### src/rtl/wdk_pkg.sv
package wdk_pkg;
    localparam int ADDR_W = 6;
    localparam int DATA_W = 32;

    localparam logic [ADDR_W-1:0] OFF_COUNT   = 6'h00;
    localparam logic [ADDR_W-1:0] OFF_RELOAD  = 6'h04;
    localparam logic [ADDR_W-1:0] OFF_RESTART = 6'h08;
    localparam logic [ADDR_W-1:0] OFF_CTRL    = 6'h0C;
    localparam logic [ADDR_W-1:0] OFF_STATUS  = 6'h10;
    localparam logic [ADDR_W-1:0] OFF_CLEAR   = 6'h14;
    localparam logic [ADDR_W-1:0] OFF_HWMASK  = 6'h18;
    localparam logic [ADDR_W-1:0] OFF_SWMASK  = 6'h1C;
    localparam logic [ADDR_W-1:0] OFF_SWRST   = 6'h20;

    localparam logic [DATA_W-1:0] KICK_KEY  = 32'h0000_4755;
    localparam logic [DATA_W-1:0] SWRST_KEY = 32'hAEED_F123;
    localparam logic [1:0]        MODE_SOC  = 2'b01;

    typedef struct packed {
        logic [1:0] mode;
        logic       rst_on_to;
        logic       en;
    } ctrl_t;

    typedef struct packed {
        logic reload;
        logic restart;
        logic ctrl;
        logic clear;
        logic swrst;
    } wstb_t;
endpackage

### src/rtl/wdk_counter.sv
module wdk_counter #(
    parameter int CNT_W = 32
) (
    input  logic             clk,
    input  logic             rst_n,
    input  logic             tick,
    input  logic             en,
    input  logic             load,
    input  logic [CNT_W-1:0] reload,
    output logic [CNT_W-1:0] count,
    output logic             expire
);
    localparam logic [CNT_W-1:0] ONE = CNT_W'(1);

    typedef struct packed {
        logic [CNT_W-1:0] count;
    } cnt_st_t;

    cnt_st_t st_d, st_q;

    always_comb begin
        st_d   = st_q;
        expire = 1'b0;
        if (load) begin
            // a restart or enable edge takes priority over a tick
            st_d.count = reload;
        end else if (en && tick) begin
            if (st_q.count <= ONE) begin
                expire     = 1'b1;
                st_d.count = reload;
            end else begin
                st_d.count = st_q.count - ONE;
            end
        end
    end

    always_ff @(posedge clk) begin
        if (!rst_n) st_q <= '0;
        else        st_q <= st_d;
    end

    assign count = st_q.count;

    assert_decrement_R2: assert property (@(posedge clk) disable iff (!rst_n)
        (en && tick && !load && count > ONE) |=> count == $past(count) - ONE);
    assert_hold_disabled_R2: assert property (@(posedge clk) disable iff (!rst_n)
        (!en && !load) |=> $stable(count));
    assert_expire_reload_R3: assert property (@(posedge clk) disable iff (!rst_n)
        expire |=> count == $past(reload));
endmodule

### src/rtl/wdk_regfile.sv
module wdk_regfile
    import wdk_pkg::*;
#(
    parameter int          CNT_W      = 32,
    parameter int unsigned RST_RELOAD = 1000
) (
    input  logic              clk,
    input  logic              rst_n,
    input  logic              wr_en,
    input  logic              rd_en,
    input  logic [ADDR_W-1:0] addr,
    input  logic [DATA_W-1:0] wdata,
    input  logic              expire,
    input  logic [CNT_W-1:0]  count,
    output ctrl_t             ctrl,
    output logic [CNT_W-1:0]  reload,
    output logic              status,
    output logic [DATA_W-1:0] rdata,
    output logic              load_req,
    output logic              swrst_hit
);
    localparam logic [CNT_W-1:0] RELOAD_INIT = CNT_W'(RST_RELOAD);

    typedef struct packed {
        ctrl_t             ctrl;
        logic [CNT_W-1:0]  reload;
        logic              status;
        logic [DATA_W-1:0] rdata;
    } reg_st_t;

    reg_st_t st_d, st_q;
    wstb_t   stb;
    logic [DATA_W-1:0] rd_mux;
    logic    kick_hit;

    // write decode; the mask offsets and read-only offsets fall to no strobe
    always_comb begin
        stb = '0;
        if (wr_en) begin
            unique case (addr)
                OFF_RELOAD:  stb.reload  = 1'b1;
                OFF_RESTART: stb.restart = 1'b1;
                OFF_CTRL:    stb.ctrl    = 1'b1;
                OFF_CLEAR:   stb.clear   = 1'b1;
                OFF_SWRST:   stb.swrst   = 1'b1;
                default:     stb         = '0;
            endcase
        end
    end

    always_comb begin
        rd_mux = '0;
        unique case (addr)
            OFF_COUNT:  rd_mux = DATA_W'(count);
            OFF_RELOAD: rd_mux = DATA_W'(st_q.reload);
            OFF_CTRL:   rd_mux = {25'b0, st_q.ctrl.mode, 3'b0,
                                  st_q.ctrl.rst_on_to, st_q.ctrl.en};
            OFF_STATUS: rd_mux = {31'b0, st_q.status};
            default:    rd_mux = '0;
        endcase
    end

    assign kick_hit  = stb.restart && (wdata == KICK_KEY);
    assign load_req  = kick_hit || (stb.ctrl && wdata[0] && !st_q.ctrl.en);
    assign swrst_hit = stb.swrst && (wdata == SWRST_KEY) &&
                       (st_q.ctrl.mode == MODE_SOC);

    always_comb begin
        st_d = st_q;
        if (stb.reload) st_d.reload = wdata[CNT_W-1:0];
        if (stb.ctrl) begin
            st_d.ctrl.mode      = wdata[6:5];
            st_d.ctrl.rst_on_to = wdata[1];
            st_d.ctrl.en        = wdata[0];
        end
        if (expire)         st_d.status = 1'b1;
        else if (stb.clear) st_d.status = 1'b0;
        if (rd_en) st_d.rdata = rd_mux;
    end

    always_ff @(posedge clk) begin
        if (!rst_n) begin
            st_q        <= '0;
            st_q.reload <= RELOAD_INIT;
        end else begin
            st_q <= st_d;
        end
    end

    assign ctrl   = st_q.ctrl;
    assign reload = st_q.reload;
    assign status = st_q.status;
    assign rdata  = st_q.rdata;

    assert_status_set_R5: assert property (@(posedge clk) disable iff (!rst_n)
        expire |=> status);
    assert_status_clear_R5: assert property (@(posedge clk) disable iff (!rst_n)
        (wr_en && addr == OFF_CLEAR && !expire) |=> !status);
    assert_ctrl_stable_R9: assert property (@(posedge clk) disable iff (!rst_n)
        !(wr_en && addr == OFF_CTRL) |=> $stable(ctrl));
endmodule

### src/rtl/wdk_rstgen.sv
module wdk_rstgen (
    input  logic clk,
    input  logic rst_n,
    input  logic expire,
    input  logic rst_on_to,
    input  logic swrst_hit,
    output logic rst_req
);
    typedef struct packed {
        logic req;
    } req_st_t;

    req_st_t st_d, st_q;

    always_comb begin
        st_d     = st_q;
        st_d.req = (expire && rst_on_to) || swrst_hit;
    end

    always_ff @(posedge clk) begin
        if (!rst_n) st_q <= '0;
        else        st_q <= st_d;
    end

    assign rst_req = st_q.req;

    assert_quiet_without_cause_R7: assert property (@(posedge clk) disable iff (!rst_n)
        (!expire && !swrst_hit) |=> !rst_req);
endmodule

### src/rtl/wdk_top.sv
module wdk_top
    import wdk_pkg::*;
#(
    parameter int          CNT_W      = 32,
    parameter int unsigned RST_RELOAD = 1000
) (
    input  logic        clk,
    input  logic        rst_n,
    input  logic        tick,
    input  logic        wr_en,
    input  logic        rd_en,
    input  logic [5:0]  addr,
    input  logic [31:0] wdata,
    output logic [31:0] rdata,
    output logic        rst_req
);
    ctrl_t            ctrl;
    logic [CNT_W-1:0] reload;
    logic [CNT_W-1:0] count;
    logic             status;
    logic             load_req;
    logic             swrst_hit;
    logic             cnt_expire;

    wdk_regfile #(.CNT_W(CNT_W), .RST_RELOAD(RST_RELOAD)) regs_i (
        .clk      (clk),
        .rst_n    (rst_n),
        .wr_en    (wr_en),
        .rd_en    (rd_en),
        .addr     (addr),
        .wdata    (wdata),
        .expire   (cnt_expire),
        .count    (count),
        .ctrl     (ctrl),
        .reload   (reload),
        .status   (status),
        .rdata    (rdata),
        .load_req (load_req),
        .swrst_hit(swrst_hit)
    );

    wdk_counter #(.CNT_W(CNT_W)) cnt_i (
        .clk   (clk),
        .rst_n (rst_n),
        .tick  (tick),
        .en    (ctrl.en),
        .load  (load_req),
        .reload(reload),
        .count (count),
        .expire(cnt_expire)
    );

    wdk_rstgen rst_i (
        .clk      (clk),
        .rst_n    (rst_n),
        .expire   (cnt_expire),
        .rst_on_to(ctrl.rst_on_to),
        .swrst_hit(swrst_hit),
        .rst_req  (rst_req)
    );

    assert_req_cause_R3: assert property (@(posedge clk) disable iff (!rst_n)
        rst_req |-> ($past(cnt_expire) || $past(wr_en && addr == OFF_SWRST)));
    assert_wrong_mode_R7: assert property (@(posedge clk) disable iff (!rst_n)
        (wr_en && addr == OFF_SWRST && ctrl.mode != MODE_SOC && !cnt_expire)
        |=> !rst_req);
    assert_key_fires_R6: assert property (@(posedge clk) disable iff (!rst_n)
        (wr_en && addr == OFF_SWRST && wdata == SWRST_KEY && ctrl.mode == MODE_SOC)
        |=> rst_req);
    assert_kick_reload_R4: assert property (@(posedge clk) disable iff (!rst_n)
        (wr_en && addr == OFF_RESTART && wdata == KICK_KEY) |=> count == $past(reload));
    assert_status_hold_R9: assert property (@(posedge clk) disable iff (!rst_n)
        (!cnt_expire && !(wr_en && addr == OFF_CLEAR)) |=> $stable(status));
endmodule

### config.mk
export PLATFORM = sky130hd
export DESIGN_NAME = wdk_top
export DESIGN_NICKNAME = d
export VERILOG_FILES = /design/src/rtl/wdk_pkg.sv /design/src/rtl/wdk_counter.sv /design/src/rtl/wdk_regfile.sv /design/src/rtl/wdk_rstgen.sv /design/src/rtl/wdk_top.sv
export SDC_FILE = /design/constraint.sdc
export NUM_CORES = 1
export LEC_CHECK = 0
export CORE_MARGIN = 3
export CORE_UTILIZATION = 40
export DETAILED_ROUTE_END_ITERATION = 6
export GPL_ROUTABILITY_DRIVEN = 0
export GPL_TIMING_DRIVEN = 0
export PLACE_DENSITY = 0.64
export SLEW_MARGIN = 20
export SYNTH_ARGS = -nofsm -noshare
export SYNTH_HDL_FRONTEND = slang
export SYNTH_HIERARCHICAL = 1
export SYNTH_SLANG_ARGS = --single-unit
### constraint.sdc
create_clock -name clk -period 3 [get_ports clk]
set_clock_uncertainty 0.1 [all_clocks]
set_input_delay 0.6 -clock clk [delete_from_list [all_inputs] [get_ports clk]]
set_output_delay 0.6 -clock clk [all_outputs]
set_load 0.02 [all_outputs]
# --- Yosys cells after proc, flatten, opt, wreduce, memory -nomap -nowiden ---
# Cells that the tools add are included.
totals:
  out_inout_bits: 33
  latchBits: 0
  mem_count: 0
  romBits: 0
  register_bits: 102
  ram_bits: 0
  word_cells: 47
op_classes:
  n_bitwise: 0
  addsub: 1
  n_mux: 15
  div: 0
  n_lt_le_gt_ge: 1
  n_reduce_logical: 13
  n_shift: 0
  mul: 0
  n_eq_ne: 9
ops:
  columns: ["operator", "n"]
  rows:
  - ["$pmux 32 s4", 1]
  - ["$mux 32", 3]
  - ["$eq 32x15->1 const B", 1]
  - ["$eq 32x32->1 const B", 1]
  - ["$le 32x1->1 const B", 1]
  - ["$sub 32x1->32 const B", 1]
  - ["$eq 6x4->1 const B", 2]
  - ["$eq 6x5->1 const B", 2]
  - ["$mux 1", 10]
  - ["$logic_and 1x1->1", 7]
  - ["$eq 6x3->1 const B", 1]
  - ["$eq 6x6->1 const B", 1]
  - ["$logic_not 6->1", 1]
  - ["$mux 5", 1]
  - ["$reduce_bool 2->1", 2]
  - ["$eq 2x1->1 const B", 1]
  - ["$logic_or 1x1->1", 2]
  - ["$logic_not 1->1", 1]

# --- Logic depth before layout (Yosys ltp) ---
depth:
  depth_word: 9
  mapped_depth: 12
  ltp_nobuf: 9

# --- Hierarchy ---
# Netlist, hierarchy kept.
modules_own_cells:
  columns: ["mod", "cells_each", "n_inst", "area_per_inst_um2"]
  rows:
  - ["wdk_regfile", 358, 1, 3007.9]
  - ["wdk_counter", 269, 1, 2105.8]
  - ["wdk_rstgen", 3, 1, 31.3]

# --- Least setup slack after synthesis ---
# Ideal clock, no wire load.
synth_timing:
  path_type: "in2reg"
  from: "in addr[4]"
  to: "reg cnt_i.st_q, in the netlist cnt_i/count[16]"
  slack_ns: 0.041
  path_buffers: 4
  setup_time_ns: 0.122
  stages: 11
  t_required_ns: 2.778
  arrival_ns: 2.737
  cell_sequence: "buf_6 or4_4 buf_6 nor2_1 a32o_1 clkbuf_1 clkbuf_1 nor2_1 o21ai_0 nor2_1 a221o_1"
synth_via:
  elab_chain_len: 7
  word_cells_on_any_way: 11
  classes_between: "eq/ne: 2; mux: 4; reduce/logical: 5"
synth_rtl:
  columns: ["element", "line", "text"]
  rows:
  - ["start, declared", "wdk_top.sv:12", "input logic [5:0] addr,"]
  - ["$eq 6x4->1", "wdk_regfile.sv:40", "unique case (addr)"]
  - ["$mux 1", "wdk_regfile.sv:40", null]
  - ["$mux 5 (*)", "wdk_regfile.sv:39", "if (wr_en) begin"]
  - ["$logic_and 1x1->1 (2 in series)", "wdk_regfile.sv:64", "assign load_req = kick_hit || (stb.ctrl && wdata[0] && !st_q.ctrl.en);"]
  - ["$logic_or 1x1->1 (*)", "wdk_regfile.sv:64", null]
  - ["net load_req", "wdk_top.sv:21", "logic load_req;"]
  - ["$mux 32 or $reduce_bool 2->1 (tied branches)", null, null]
  - ["end signal, assigned", "wdk_counter.sv:39", "else st_q <= st_d;"]
  - ["end, declared", "wdk_counter.sv:19", "cnt_st_t st_d, st_q;"]
# The timed path passes the listed nets; every way through them passes the cells marked *.
# A chain may end at the register's enable or synchronous reset.

# --- Worst setup path after layout ---
layout_timing:
  from: "in addr[0]"
  to: "reg cnt_i.st_q, in the netlist cnt_i/count[2]"
# The elaborated chain is that of the path after synthesis.

==> run_results.csv <==
group,metric,value,unit
run_status,run_status,"finished, violations left",
run_status,violations,"DRC",
detailed_routing,detail_route.wl_per_cell,19.1,um
worst_setup_path,startpoint_type,"primary input",
global_route,grt.overflow.total,0,
global_route,via_count_of_the_first_global_routing_pass,4943,
power,power_per_cell_area,428,mW/mm^2
synthesis,synth-edff-count,0,
sta,finalCriticalPeriod,2960,ps
die,core_region_area,0.0123,mm^2
detailed_routing,total_number_of_vias,5320,
synthesis,ys_seq_elements,102,
sta,worst_slew_pin_slew,1040,ps
synthesis,synthDistinctLibCells,70,
global_route,grt-busiest-layer,"met2",
worst_setup_path,worst-r2r-setup-slack,50,ps
sta,setup-tns-final,0,ps
detailed_routing,final_antenna_net_count,0,
die,rows,40,
synthesis,mappedNetlistArea,0.00514,mm^2
detailed_routing,number_of_iterations_in_the_first_detailed_routing_pass,7,
sta,hold_violations,0,
power,switching_share,24.8,%
synthesis,synth_compound_area_share,25.5,%
global_route,antenna_found_initial,0,
die,top_level_ports,76,
synthesis,synth_top_family_by_area,"simple AND/OR/NAND/NOR gates",
power,switching_power,698,uW
run,number_of_max_cap_violations,0,
detailed_routing,routed_wirelength,17.0,mm
synthesis,postSynthNetCount,675,
global_route,globalRouteMet2Util,36.5,%
synthesis,synth_simple_gate_area_share,27.0,%
worst_setup_path,cp.required,3150,ps
power,clock_network_fraction_of_design_power,43.9,%
worst_setup_path,crit_path_end_kind,"flop",
clock_network,cts.path.max_buffers,2,
die,die_h,119,um
power,pwr-share-comb,7.7,%
clock_network,cts_tree,"done",
global_route,grt_util_met3,3.56,%
global_route,grt.met1_usage,33.5,%
sta,finalSetupViolations,0,
sta,maxClockFrequency,0.338,GHz
worst_setup_path,critical_path.slowest_cell,"or4_4",
power,p_int,2.11,mW
cells_and_area,fin_nets,763,
detailed_routing,drcViolationCount,7,
synthesis,seq_area_frac_synth,39.7,%
cells_and_area,area_growth,27.7,%
power,max-vdd-ir-drop,0.262,mV
worst_setup_path,critical-path-max-stage-delay,530,ps
worst_setup_path,crit_path_cell_trace,"clkdlybuf4s50_1, or4_4, buf_6, nor2_4, a32o_2, inv_2, buf_4, nand4_1, a21oi_1, o31a_1",
placement,post-dp-hpwl,12.8,mm
worst_setup_path,worst-path-max-fanout,10,
detailed_routing,drt-initial-drc-count,417,
clock_network,total_cts_buffers,9,
worst_setup_path,data_arrival_time_of_the_critical_path,3110,ps
clock_network,root_buffer,"clkbuf_16",
clock_network,worst_setup_hold_path_clk_slew,70,ps
power,seq_power_share,48.4,%
synthesis,synth_xor_area_share,0.170,%
die,dieWidth,119,um
synthesis,dominantRegCellSynth,"dfxtp_1",
sta,min_period_over_period,98.7,%
clock_network,clkSinkCount,102,
cells_and_area,drive_above_1_share,10.4,%
sta,maxSlewHeadroom,29.8,%
die,floorplan.die_area,0.0143,mm^2
clock_network,clock_insertion_delay_worst_skew,360,ps
power,standby_leakage_power,2.29,nW
worst_hold_path,min_path_type,"flop to flop",
sta,unrepaired_setup_endpoints_after_global_routing,"yes",
die,initial_utilization,41.8,%
synthesis,syn-instance-count,630,
cells_and_area,insertedDiodeCount,0,
synthesis,syn_area_per_cell,8.17,um^2
placement,placement.io_buffers,74,
synthesis,yosys-mux-area-fraction,1.58,%
worst_setup_path,timing_worst_setup_path_type,"primary input to flop",
detailed_routing,vias_per_cell,5.97,
global_route,pin_count_of_the_biggest_net_entering_global_routing,19,
sta,slew_viol_final,0,
clock_network,cts-htree-levels,3,
global_route,grt_first_pass_wirelength,26.9,mm
power,post-layout-total-power,2.81,mW
global_route,gr-usage-all-layers,23.8,%
synthesis,synth_area_in_adders,0.486,%
synthesis,synth-async-reset-ratio,0,%
synthesis,yosys_warnings,6,
[layout make-up]
cell class              count  area (um^2)
inverters                  13         48.8
fillers                  1228         5740
clock buffers               9          225
clock inverters             7         80.1
repair buffers             78          788
plain buffers              38          255
multi-input cells         476         2920
flip-flops and latches    102         2040
well taps                 168          210
[worst max-delay path, delay by kind of cell]
| kind | cells | cell delay, ps |
|---|---|---|
| buffers and inverters | 4 | 940 |
| AOI/OAI and AO/OA | 3 | 790 |
| and+or+nand+nor | 3 | 770 |
[power by group through the flow]
stage               combinational (mW)  sequential, mW  clock [mW]
global placement                 0.202            1.39           0
detailed placement               0.203            1.39           0
global route                     0.231            1.36        1.30
finish                           0.216            1.36        1.23
CTS                              0.206            1.36        1.25
floorplan                       0.0933            1.39           0
[cell usage after synthesis, drive strengths merged (4+ instances only)]
cell type / n / share of area [%]
nor2: 25 / 1.8
a22oi: 32 / 4.7
buf: 17 / 2.9
o311ai: 4 / 0.68
or4: 9 / 1.5
o221ai: 4 / 0.68
clkbuf: 22 / 1.6
nand4: 11 / 1.5
nor3: 20 / 2.2
inv: 12 / 0.88
dfxtp: 102 / 40
nor4: 19 / 3.0
and3: 4 / 0.49
mux2i: 7 / 1.4
nand3: 22 / 2.1
a21boi: 30 / 4.4
o21ai: 49 / 4.8
a21oi: 22 / 2.1
a211o: 4 / 0.68
nor4b: 4 / 0.68
a32oi: 8 / 1.4
nand2: 126 / 9.2
nor2b: 7 / 0.85
a31oi: 6 / 0.73
or3: 9 / 1.2
[through the flow]
stage | worst slack [ps] | cell area, um^2 | instances | utilization [%] | hold slack (ps)
2_1_floorplan | 41.1 | 5140 | 630 | - | 341
3_3_place_gp | -1170 | 6100 | 872 | 49.5 | 333
3_5_place_dp | -1110 | 6100 | 872 | 49.5 | 342
4_1_cts | -54.2 | 6450 | 888 | 52.4 | 359
5_1_grt | -31.5 | 6570 | 891 | 53.4 | 379
6_report | 37.9 | 6570 | 891 | 53.4 | 352
[sequential cells by signal (all words and copies together), names as in the netlist]
register,count
cnt_i/count,32
regs_i/ctrl,4
regs_i/rdata,32
regs_i/reload,32
regs_i/status,1
rst_i/rst_req,1
[layer usage]
layer  part of all wire (%)  vias to the layer above
li1                       -                     2530
met1                     45                     2481
met2                     44                      262
met3                    8.6                       47
met4                    2.6                        0
met5                      0                        -
[placed cells by master, fill, tap and decap left out, types with 10 or more instances in the layout]
cell type / n
clkbuf_1: 15
o21ai_0: 46
nand4_1: 10
nor4_1: 13
inv_1: 11
clkdlybuf4s50_1: 72
nor3_1: 18
nand3_1: 22
nand2_1: 124
a21oi_1: 21
a21boi_1: 24
dfxtp_1: 102
nor2_1: 19
a22oi_1: 32
[final timing paths]
check,from,cells after the start,to
max,addr[0],10,cnt_i/count[2]$_SDFFE_PN0P_
min,regs_i/rdata[31]$_SDFFE_PN0P_,2,regs_i/rdata[31]$_SDFFE_PN0P_
max reg2reg,cnt_i/count[5]$_SDFFE_PN0P_,6,cnt_i/count[21]$_SDFFE_PN0P_
min reg2reg,regs_i/rdata[31]$_SDFFE_PN0P_,2,regs_i/rdata[31]$_SDFFE_PN0P_
[cell families (layout without fill, tap and decap cells)]
| logic type | Yosys count | after routing |
|---|---|---|
| xor+xnor | 1 | 1 |
| compound gates | 192 | 192 |
| fa+ha+maj | 2 | 2 |
| simple gates | 273 | 273 |
| flops | 102 | 102 |
| mux | 8 | 8 |
| buf+inv | 52 | 145 |
[what timing repair did]
item                                    CTS  global route
resized for setup                        17            25
endpoints found under the setup margin   34            34
pin swaps                                 1             2
setup buffers                             1             3
hold buffers                              0             0
Note: power is estimated with default switching activity, not from simulation.
